File: src/rtl/rs_pkg.sv
package rs_pkg;
  localparam int DIR_W = 4;
  typedef enum logic {ST_IDLE, ST_ROUTED} rs_state_e;
endpackage

File: src/rtl/rs_first_diff.sv
module rs_first_diff #(
  parameter int W = 16
) (
  input  logic [W-1:0]          a,
  input  logic [W-1:0]          b,
  output logic                  hit,
  output logic [$clog2(W)-1:0]  idx
);
  localparam int IW = $clog2(W);
  logic [W-1:0] x;

  always_comb begin
    x   = a ^ b;
    hit = |x;
    idx = '0;
    // ascending scan: the last match is the most significant differing bit
    for (int i = 0; i < W; i++) begin
      if (x[i]) idx = IW'(i);
    end
  end
endmodule

File: src/rtl/rs_cfg_regs.sv
module rs_cfg_regs #(
  parameter int ID_W  = 16,
  parameter int NDIR  = 10,
  parameter int LINKS = 8
) (
  input  logic                     clk,
  input  logic                     rst,
  input  logic                     cfg_we,
  input  logic                     cfg_tbl,
  input  logic [$clog2(ID_W)-1:0]  cfg_addr,
  input  logic [LINKS-1:0]         cfg_wdata,
  input  logic [$clog2(ID_W)-1:0]  rd_bit,
  output logic [rs_pkg::DIR_W-1:0] rd_dir,
  output logic                     rd_dir_ok,
  output logic [LINKS-1:0]         rd_mask
);
  import rs_pkg::*;
  localparam int BW = $clog2(ID_W);

  logic [DIR_W-1:0] dir_tbl [ID_W];
  logic [LINKS-1:0] mask_q  [NDIR];

  always_ff @(posedge clk) begin
    if (rst) begin
      for (int i = 0; i < ID_W; i++) dir_tbl[i] <= '0;
      for (int d = 0; d < NDIR; d++) mask_q[d] <= '0;
    end else if (cfg_we) begin
      if (!cfg_tbl) begin
        for (int i = 0; i < ID_W; i++)
          if (cfg_addr == BW'(i)) dir_tbl[i] <= cfg_wdata[DIR_W-1:0];
      end else begin
        for (int d = 0; d < NDIR; d++)
          if (cfg_addr == BW'(d)) mask_q[d] <= cfg_wdata;
      end
    end
  end

  always_comb begin
    rd_dir = '0;
    for (int i = 0; i < ID_W; i++)
      if (rd_bit == BW'(i)) rd_dir = dir_tbl[i];
    rd_dir_ok = 1'b0;
    rd_mask   = '0;
    for (int d = 0; d < NDIR; d++) begin
      if (rd_dir == DIR_W'(d)) begin
        rd_dir_ok = 1'b1;
        rd_mask   = mask_q[d];
      end
    end
  end
endmodule

File: src/rtl/rs_rr_pick.sv
module rs_rr_pick #(
  parameter int N = 8
) (
  input  logic [N-1:0]          req,
  input  logic [$clog2(N)-1:0]  last,
  output logic                  found,
  output logic [$clog2(N)-1:0]  pick
);
  localparam int LW = $clog2(N);

  always_comb begin
    found = 1'b0;
    pick  = last;
    for (int off = 1; off <= N; off++) begin
      if (!found && req[(int'(last) + off) % N]) begin
        found = 1'b1;
        pick  = LW'((int'(last) + off) % N);
      end
    end
  end
endmodule

File: src/rtl/rs_route_sel.sv
module rs_route_sel #(
  parameter int         ID_W       = 16,
  parameter int         LINKS      = 8,
  parameter int         NDIR       = 10,
  parameter logic [7:0] CLOSE_CODE = 8'h01
) (
  input  logic                     clk,
  input  logic                     rst,
  input  logic [ID_W-1:0]          node_id,
  input  logic                     cfg_we,
  input  logic                     cfg_tbl,
  input  logic [$clog2(ID_W)-1:0]  cfg_addr,
  input  logic [LINKS-1:0]         cfg_wdata,
  input  logic [LINKS-1:0]         link_avail,
  input  logic                     in_valid,
  input  logic [ID_W-1:0]          in_data,
  input  logic                     in_ctrl,
  output logic                     in_ready,
  output logic                     out_valid,
  output logic [ID_W-1:0]          out_data,
  output logic                     out_ctrl,
  output logic [LINKS:0]           out_port,
  output logic [LINKS:0]           route_hold
);
  import rs_pkg::*;
  localparam int BW    = $clog2(ID_W);
  localparam int LW    = $clog2(LINKS);
  localparam int NPORT = LINKS + 1;

  rs_state_e          state_q;
  logic [NPORT-1:0]   route_q;
  logic [LW-1:0]      ptr_q [NDIR];

  logic               diff_hit;
  logic [BW-1:0]      diff_bit;
  logic [DIR_W-1:0]   dir;
  logic               dir_ok;
  logic [LINKS-1:0]   dir_mask;
  logic [LINKS-1:0]   req;
  logic [LW-1:0]      ptr_sel;
  logic               rr_found;
  logic [LW-1:0]      rr_pick;
  logic               can_route;
  logic [NPORT-1:0]   grant_vec;
  logic               fire;
  logic               is_close;

  rs_first_diff #(.W(ID_W)) diff_i (
    .a(in_data), .b(node_id), .hit(diff_hit), .idx(diff_bit)
  );

  rs_cfg_regs #(.ID_W(ID_W), .NDIR(NDIR), .LINKS(LINKS)) cfg_i (
    .clk(clk), .rst(rst), .cfg_we(cfg_we), .cfg_tbl(cfg_tbl),
    .cfg_addr(cfg_addr), .cfg_wdata(cfg_wdata), .rd_bit(diff_bit),
    .rd_dir(dir), .rd_dir_ok(dir_ok), .rd_mask(dir_mask)
  );

  always_comb begin
    ptr_sel = '0;
    for (int d = 0; d < NDIR; d++)
      if (dir == DIR_W'(d)) ptr_sel = ptr_q[d];
  end

  assign req = dir_mask & link_avail;

  rs_rr_pick #(.N(LINKS)) rr_i (
    .req(req), .last(ptr_sel), .found(rr_found), .pick(rr_pick)
  );

  always_comb begin
    grant_vec = '0;
    if (!diff_hit) grant_vec[LINKS] = 1'b1;
    else           grant_vec[rr_pick] = 1'b1;
  end

  assign can_route = !diff_hit || rr_found;
  assign in_ready  = (state_q == ST_IDLE) ? can_route : 1'b1;
  assign fire      = in_valid && in_ready;
  assign is_close  = in_ctrl && (in_data[7:0] == CLOSE_CODE);

  always_ff @(posedge clk) begin
    if (rst) begin
      state_q   <= ST_IDLE;
      route_q   <= '0;
      out_valid <= 1'b0;
      out_data  <= '0;
      out_ctrl  <= 1'b0;
      out_port  <= '0;
      for (int d = 0; d < NDIR; d++) ptr_q[d] <= LW'(LINKS - 1);
    end else begin
      out_valid <= fire;
      if (fire) begin
        out_data <= in_data;
        out_ctrl <= in_ctrl;
        if (state_q == ST_IDLE) begin
          out_port <= grant_vec;
          if (diff_hit && dir_ok) begin
            for (int d = 0; d < NDIR; d++)
              if (dir == DIR_W'(d)) ptr_q[d] <= rr_pick;
          end
          if (is_close) begin
            route_q <= '0;
          end else begin
            route_q <= grant_vec;
            state_q <= ST_ROUTED;
          end
        end else begin
          out_port <= route_q;
          if (is_close) begin
            route_q <= '0;
            state_q <= ST_IDLE;
          end
        end
      end
    end
  end

  assign route_hold = route_q;
endmodule

File: config.mk
export PLATFORM = sky130hd
export DESIGN_NAME = rs_route_sel
export DESIGN_NICKNAME = d
export VERILOG_FILES = /design/src/rtl/rs_pkg.sv /design/src/rtl/rs_first_diff.sv /design/src/rtl/rs_cfg_regs.sv /design/src/rtl/rs_rr_pick.sv /design/src/rtl/rs_route_sel.sv
export SDC_FILE = /design/constraint.sdc
export NUM_CORES = 1
export LEC_CHECK = 0
export BUFFER_PORTS_ARGS = -buffer_cell sky130_fd_sc_hd__buf_2
export CAP_MARGIN = 0
export CORE_MARGIN = 2
export CORE_UTILIZATION = 61
export CTS_CLUSTER_DIAMETER = 50
export DETAILED_ROUTE_END_ITERATION = 10
export GPL_ROUTABILITY_DRIVEN = 0
export HOLD_SLACK_MARGIN = 0.08
export PLACE_DENSITY = 0.91
export SYNTH_ARGS = -nofsm -noshare
export SYNTH_HDL_FRONTEND = slang
export SYNTH_SLANG_ARGS = --single-unit
File: constraint.sdc
create_clock -name clk -period 8.46 [get_ports clk]
set_input_delay 0.423 -clock clk [delete_from_list [all_inputs] [get_ports clk]]
set_output_delay 0.423 -clock clk [all_outputs]
set_load 0.05 [all_outputs]
Word-level counts from Yosys, hierarchy flattened --
Memory sizes are Yosys's and may differ from the RTL's. Index checks and enable logic that the tools add are counted. W data, S select, Z words.
Storage, ports and cells: memories 3, memory bits (writable) 174, output and inout port bits 37, word-level logic and storage cells 475, bits of input ports 58, bits in registers 37
Memory list:
- cfg_i.mask_q | words 10, bits a word 8, rd ports 10, clocked after memory_dff 0, wr ports 10, line rs_cfg_regs.sv:21 | logic [LINKS-1:0] mask_q [NDIR];
- cfg_i.dir_tbl | words 16, bits a word 4, rd ports 16, clocked after memory_dff 0, wr ports 16, line rs_cfg_regs.sv:20 | logic [DIR_W-1:0] dir_tbl [ID_W];
- ptr_q | words 10, bits a word 3, rd ports 10, clocked after memory_dff 0, wr ports 10, line rs_route_sel.sv:32 | logic [LW-1:0] ptr_q [NDIR];
Cells by class: equality and inequality tests 41, bitwise gates (word level) 46, add/sub/neg operators 8, reduce and logical (&&, ||, !) cells 33, order comparisons 10, mux-type cells 328
Operator list (count):
- $mux W1 | 220
- $mux W8 | 21
- $mux W4 | 40
- $mux W3 | 32
- $eq A4 B4 Y1 const B | 18
- $eq A4 B3 Y1 const B | 12
- $lt A4 B5 Y1 const B | 8
- $mux W9 | 4
- $or A1 B1 Y1 | 36
- $bmux W1 S3 | 8
- $eq A4 B2 Y1 const B | 6
- $reduce_or A3 Y1 | 8
- $reduce_or A16 Y1 | 1
- $xor A16 B16 Y16 | 1
- $add A3 B3 Y3 const B | 4
- $eq A4 B1 Y1 const B | 3
- $logic_not A4 Y1 | 3
- $logic_and A1 B1 Y1 | 11
- $and A1 B1 Y1 const A | 8
- $and A8 B8 Y8 | 1
- $eq A8 B1 Y1 const B | 1
- $logic_not A1 Y1 | 8
- $add A3 B1 Y3 const B | 2
- $add A3 B2 Y3 const B | 2
- other kinds (7) | 8

Depth between registers and ports, before layout --
depth in word-level cells 79, depth in mapped cells 32, mapped depth without buffers 23

Hierarchy --
From an unflattened synthesis, not the netlist that was laid out.
Second synthesis, totals: cells, all modules 1052, area total of the unflattened synthesis 11358.4 um^2
Modules (own cells, without submodules):
- rs_cfg_regs | instances 1, seq. area each 4324.1 um^2, cells each 576, area an instance 6940.4 um^2
- rs_route_sel | instances 1, seq. area each 1641.6 um^2, cells each 329, area an instance 3101.7 um^2
- rs_rr_pick | instances 1, seq. area each 0.0 um^2, cells each 102, area an instance 965.9 um^2
- rs_first_diff | instances 1, seq. area each 0.0 um^2, cells each 45, area an instance 350.3 um^2

Least setup slack after synthesis --
Ideal clock, no wire load.
path kind input-to-reg, from in in_data[7], to mem ptr_q[9][2] in the netlist's numbering (data pin), cell stages on the path 31, data required time 8178 ps, arrival 6597 ps, slack 1581 ps, path buffers 9, setup time 282 ps, path through xnor2_1 -> nand3_1 -> a211oi_4 -> o21ai_0 -> a221o_1 -> nand3_1 -> o21a_1 -> buf_2 -> buf_6 -> buf_2 -> buf_2 -> nand2_1 -> o22ai_1 -> a221oi_1 -> a21o_1 -> buf_2 -> buf_1 -> ha_1 -> inv_1 -> a211oi_1 -> a31o_1 -> or4_1 -> buf_2 -> mux2_2 -> mux2i_4 -> or4b_1 -> buf_6 -> or2_4 -> a31oi_4 -> buf_4 -> nand3_1
RTL lines:
- start: declaration | line rs_route_sel.sv:16 | input logic [ID_W-1:0] in_data,
- end: declaration | line rs_route_sel.sv:32

Worst setup path after layout --
from in in_data[6], to out in_ready
Between the ends: longest elaborated chain between the ends 67, elaborated cells on any way between the ends 132, classes of those cells add/sub: 8; eq/ne: 24; mux: 79; bitwise: 2; reduce/logical: 19
Ends and longest elaborated chain:
- $xor A16 B16 Y16 * | line rs_first_diff.sv:13 | x = a ^ b;
- $mux W3 (2 in series) | line rs_first_diff.sv:18 | if (x[i]) idx = IW'(i);
- $mux W4 (8 in series) | line rs_first_diff.sv:18
- $logic_not A4 Y1 | line rs_cfg_regs.sv:41 | if (rd_bit == BW'(i)) rd_dir = dir_tbl[i];
- $mux W4 (16 in series) | line rs_cfg_regs.sv:41
- $logic_not A4 Y1 | line rs_cfg_regs.sv:45, rs_route_sel.sv:61
- $mux W3 or $mux W8 (tied branches) (10 in series) | line rs_route_sel.sv:61, rs_cfg_regs.sv:45
- $add A3 B1 Y3 or $and A8 B8 Y8 (tied branches) | line rs_rr_pick.sv:15, rs_route_sel.sv:64
- (+19 left out)
- $logic_not A1 Y1 | line rs_rr_pick.sv:15 | if (!found && req[(int'(last) + off) % N]) begin
- $logic_and A1 B1 Y1 | line rs_rr_pick.sv:15
- $mux W1 | line rs_rr_pick.sv:15
- $logic_not A1 Y1 | line rs_rr_pick.sv:15
- $logic_and A1 B1 Y1 | line rs_rr_pick.sv:15
- $mux W1 | line rs_rr_pick.sv:15
- $logic_or A1 B1 Y1 * | line rs_route_sel.sv:76 | assign can_route = !diff_hit || rr_found;
- $mux W1 * | line rs_route_sel.sv:77 | assign in_ready = (state_q == ST_IDLE) ? can_route : 1'b1;
- end: declaration | line rs_route_sel.sv:18 | output logic in_ready,
Mark *: on every way between the ends. The rest lies on a longest branch, timed or not. The select of a mux whose other input is x is not followed.

==> out/summary.md <==
Yosys mapped a number of flops with a built-in enable equal to 174. The count of buffers from port buffering came out at 94. The synthesized netlist contains 103 unique library cells. The initial core utilization is 61.6%, and the worst slew margin relative to its limit is 31.6%. The routed layout has 10400 vias.

The analysis attributes to cell leakage a power of 4.75 nW. The power density relative to cell area came out at 313 nW/µm². Counting stages on the worst path, the most repeated cell is sky130_fd_sc_hd__nand2_1. The root buffer cell chosen for the clock tree is sky130_fd_sc_hd__clkbuf_16. The via count of the first global-routing pass is 9622, and the critical path's largest stage delay is 0.69 ns. 0 antenna diodes ended up in the layout. Clock tree synthesis found a total of 211 sinks. Clock-pin slew was measured on the worst setup and hold paths at 0.06 ns. The final critical delay including setup and external delays works out to 7.94 ns. The count of nets left with antenna violations once routing finished came out at 0. Number of hold-slack violations in the final timing report: 0. The data arrival time of the worst path was 7.52 ns.

The kind of cell adding the most delay to the critical path was compound AO/OA/AOI/OAI gates. The number of levels in the clock H-tree was 1. The core region is 19300 µm². The clock passes through at most 3 buffers.

The logs give 0 for the number of max-capacitance violations reported and 1462 for the count of placed standard cells including taps. Before CTS, the worst setup slack after placement is 0.481 ns. For the pin with the worst max-slew slack, the measured transition is 1.03 ns. For the highest ir drop seen on vdd, the log shows 0.258 mV.

The mean instance size in the synthesized netlist is 10.3 µm². Highest-delay cell along the critical path: sky130_fd_sc_hd__a2111oi_1. Yosys printed 0 warnings. In this run the vertical extent of the chip is 143 µm. The final layout net count is 1282. Walking the worst path, the cells encountered are buf_2 > xnor2_1 > o21ai_0 > o211ai_1 > nand2_1 > a2111oi_1 > a211oi_2 > a21oi_2 > buf_4 > nand2_1 > o22ai_1 > a221oi_1 > a21o_1 > ha_1 > inv_1 > a211oi_1 > a31o_1 > or4_1 > o211a_1 > or2_1 > nor4_1 > nand2_1 > or2_2 > buf_2. For the slack of the worst reg-to-reg path, the log shows 1.54 ns.

The startpoint type of the worst setup path was an input pin. The setup skew after layout was 0.0124 ns; the area of placed instances was 12500 µm². The initial antenna violation count was 0; the detailed placer's ending HPWL was 23000 µm. Total power for the finished layout comes to 4.13 mW.

For the largest net degree at the start of global routing, the log shows 47. The kind of end point of the critical path was an output pin. The die outline width was 143 µm.

The min-delay analysis places its worst path in the category input pin to flip-flop. For the remaining routing DRC violations, the log shows 0. The floorplan step defined a die boundary enclosing 20600 µm². The flow ran to the end, and the final reports show no timing, DRC or antenna violations.

The post-route clock period utilization came out at 93.9%. The data required time of the critical path was 8.04 ns. The first detailed-routing pass ran for 10 iterations. Hold repair after CTS inserted 0 buffers. The final design instance area without fill is 13200 µm². TritonCTS built the clock tree. Setup repair after global routing left no endpoint under its margin. The share of post-route cells with drive strength above 1 is 17.0%, and the clock latency reported for the late side of the worst-skew pair is 0.51 ns. Synthesis produced a netlist with a net count of 1209. The logs give 50.3% for the sequential element share of the synthesized area and 1503 for the count of placed standard cells in the final layout, fillers left out. The combined buffer and inverter count along the critical path works out to 4. The area growth from synthesis to layout is 11.0%. In this run the cell area of the synthesized design comes to 11900 µm². The number of top-level pins is 95, and the routed via count divided by cell count is 6.94. The first-pass GRT wire length was 51600 µm; the total routed wirelength was 32800 µm.

Global routing used 31.9% of the available tracks across all layers. The routed length per placed instance was 21.8 µm; the post-cts repair resize count was 0. The maximum fanout along the worst path was 14. Setup violations remaining at the end of the flow were counted as 0. Global routing finished with a remaining overflow of 0. For the number of slew-limit violations in the final report, the log shows 0.

Counting flops and latches in the post-synthesis netlist gives 211. The first routing iteration left 1857 violations. The setup path with the least slack is of type input pin to output pin. Counting flops with an async set or reset pin after synthesis yields a share of 0%. Based on the critical path, the design can be clocked at up to 0.126 GHz. For this run, the leading register cell type out of synthesis is sky130_fd_sc_hd__edfxtp_1.

Counting every instance in the synthesized netlist gives 1149. TritonCTS created 23 clock buffers. In this run the core area contains 51 standard-cell rows. The logs give 0.517 ns for the minimum setup slack in the final design and 0 for the post-CTS setup buffer count. In the final timing run, aggregate negative setup slack is 0 ns.
-- where the power goes --
part           switching (mW)  total, mW  internal, mW  leakage, nW
Clock                   0.401      0.940         0.539        0.339
Sequential             0.0579       1.29          1.23         1.89
Combinational            1.34       1.90         0.560         2.52
Total                    1.80       4.13          2.33         4.75
-- cell type report --
class / count / area, µm²
Multi-Input combinational cell: 859 / 5520
Inverter: 19 / 76.3
Timing Repair Buffer: 108 / 576
Fill cell: 1376 / 6100
Tap cell: 265 / 332
Clock inverter: 10 / 97.6
Clock buffer: 31 / 606
Sequential cell: 211 / 5970
-- cells in the final DEF, fill, tap and decap left out, drive strengths merged, types with 12 or more instances in the layout --
cell    count
xor2       12
clkbuf     31
and3       16
o32ai      16
xnor2      18
nor3       18
buf       108
nor4       19
edfxtp    174
nand3      61
nand4      20
a211oi     24
mux2i      39
o21ai      51
inv        21
dfxtp      37
o211ai     20
nand2     106
a21o       12
a21oi      58
nor2      161
and2       49
-- worst paths after layout --
check	startpoint	endpoint	depth (start not counted)
max reg2reg	cfg_i.dir_tbl[0][2]	ptr_q[1][1]	20
max	in_data[6]	in_ready	24
min	in_ctrl	out_ctrl	3
min reg2reg	route_hold[3]	route_hold[3]	2
-- synthesized netlist by cell type, types with 5 or more instances --
master	number	share of area [%]
sky130_fd_sc_hd__mux2i_1	38	3.2
sky130_fd_sc_hd__buf_4	6	0.38
sky130_fd_sc_hd__nand3_1	60	2.5
sky130_fd_sc_hd__o211ai_1	18	1.1
sky130_fd_sc_hd__xnor2_1	11	0.81
sky130_fd_sc_hd__nor2b_1	5	0.26
sky130_fd_sc_hd__o21ai_1	12	0.51
sky130_fd_sc_hd__nand2_1	103	3.3
sky130_fd_sc_hd__a21oi_2	8	0.59
sky130_fd_sc_hd__o32ai_1	16	1.2
sky130_fd_sc_hd__nor4_1	16	0.84
sky130_fd_sc_hd__a21oi_1	50	2.1
sky130_fd_sc_hd__nor2_1	157	5.0
sky130_fd_sc_hd__mux2_2	8	0.76
sky130_fd_sc_hd__xnor2_2	5	0.69
sky130_fd_sc_hd__o221ai_1	6	0.44
sky130_fd_sc_hd__o311a_1	5	0.42
sky130_fd_sc_hd__nor3_1	16	0.67
sky130_fd_sc_hd__a2bb2oi_1	5	0.37
sky130_fd_sc_hd__nand4_1	17	0.90
sky130_fd_sc_hd__and2_1	48	2.5
sky130_fd_sc_hd__buf_2	15	0.63
sky130_fd_sc_hd__a21o_1	12	0.76
sky130_fd_sc_hd__o21ai_0	33	1.4
sky130_fd_sc_hd__a22oi_1	5	0.32
sky130_fd_sc_hd__edfxtp_1	174	44
sky130_fd_sc_hd__a211oi_1	19	1.2
sky130_fd_sc_hd__clkbuf_1	30	0.95
sky130_fd_sc_hd__a211o_1	5	0.37
sky130_fd_sc_hd__buf_6	7	0.66
sky130_fd_sc_hd__o31ai_1	10	0.63
sky130_fd_sc_hd__o211a_1	7	0.59
sky130_fd_sc_hd__or3_1	9	0.47
sky130_fd_sc_hd__xor2_1	12	0.89
sky130_fd_sc_hd__o22ai_1	8	0.42
sky130_fd_sc_hd__inv_1	17	0.54
sky130_fd_sc_hd__dfxtp_1	37	6.2
sky130_fd_sc_hd__and3_1	16	0.84
-- stage by stage --
step / hold slack [ns] / utilization, %
6_report: 0.183 / 68.3
5_1_grt: 0.217 / 68.3
4_1_cts: 0.184 / 68.3
3_5_place_dp: 0.463 / 64.7
3_3_place_gp: 0.457 / 64.7
2_1_floorplan: 0.567 / -
-- cell families after synthesis --
family / Yosys count / share of synthesized area (%)
xor gates and xnor gates: 30 / 2.85
and+or+nand+nor: 492 / 20.6
adders and majority gates: 2 / 0.211
AOI/OAI and AO/OA: 286 / 18.3
muxes: 49 / 4.47
DFF: 211 / 50.3
buffers and inverters: 79 / 3.33
-- worst register-to-register path, stage by stage (launching register included) --
cell                        delay [ns]
sky130_fd_sc_hd__edfxtp_1         0.38
sky130_fd_sc_hd__o21ai_0          0.11
sky130_fd_sc_hd__a2111oi_1        0.69
sky130_fd_sc_hd__a211oi_2         0.16
sky130_fd_sc_hd__a21oi_2          0.65
sky130_fd_sc_hd__buf_4            0.35
sky130_fd_sc_hd__nand2_1          0.10
sky130_fd_sc_hd__o22ai_1          0.19
sky130_fd_sc_hd__a221oi_1         0.13
sky130_fd_sc_hd__a21o_1           0.25
sky130_fd_sc_hd__ha_1             0.20
sky130_fd_sc_hd__inv_1            0.12
sky130_fd_sc_hd__a211oi_1         0.07
sky130_fd_sc_hd__a31o_1           0.20
sky130_fd_sc_hd__or4_1            0.67
sky130_fd_sc_hd__mux2_2           0.37
sky130_fd_sc_hd__mux2i_4          0.24
sky130_fd_sc_hd__or4b_1           0.38
sky130_fd_sc_hd__o2111a_1         0.82
sky130_fd_sc_hd__and2_1           0.42
sky130_fd_sc_hd__nand3_1          0.14
-- sequential cells by signal (all words and copies together), names as in the netlist --
name           count
cfg_i.mask_q      80
out_data          16
cfg_i.dir_tbl     64
out_valid          1
state_q            1
ptr_q             30
out_ctrl           1
out_port           9
route_hold         9
-- metal layers --
| layer | up-vias | part of all wire [%] | global-route usage (%) |
|---|---|---|---|
| li1 | 4512 | - | - |
| met1 | 4786 | 37 | 43.2 |
| met2 | 932 | 45 | 50.9 |
| met3 | 194 | 13 | 6.56 |
| met4 | 0 | 4.8 | 12.0 |
| met5 | - | 0 | 0 |
Power figures use the tool's default switching activity.
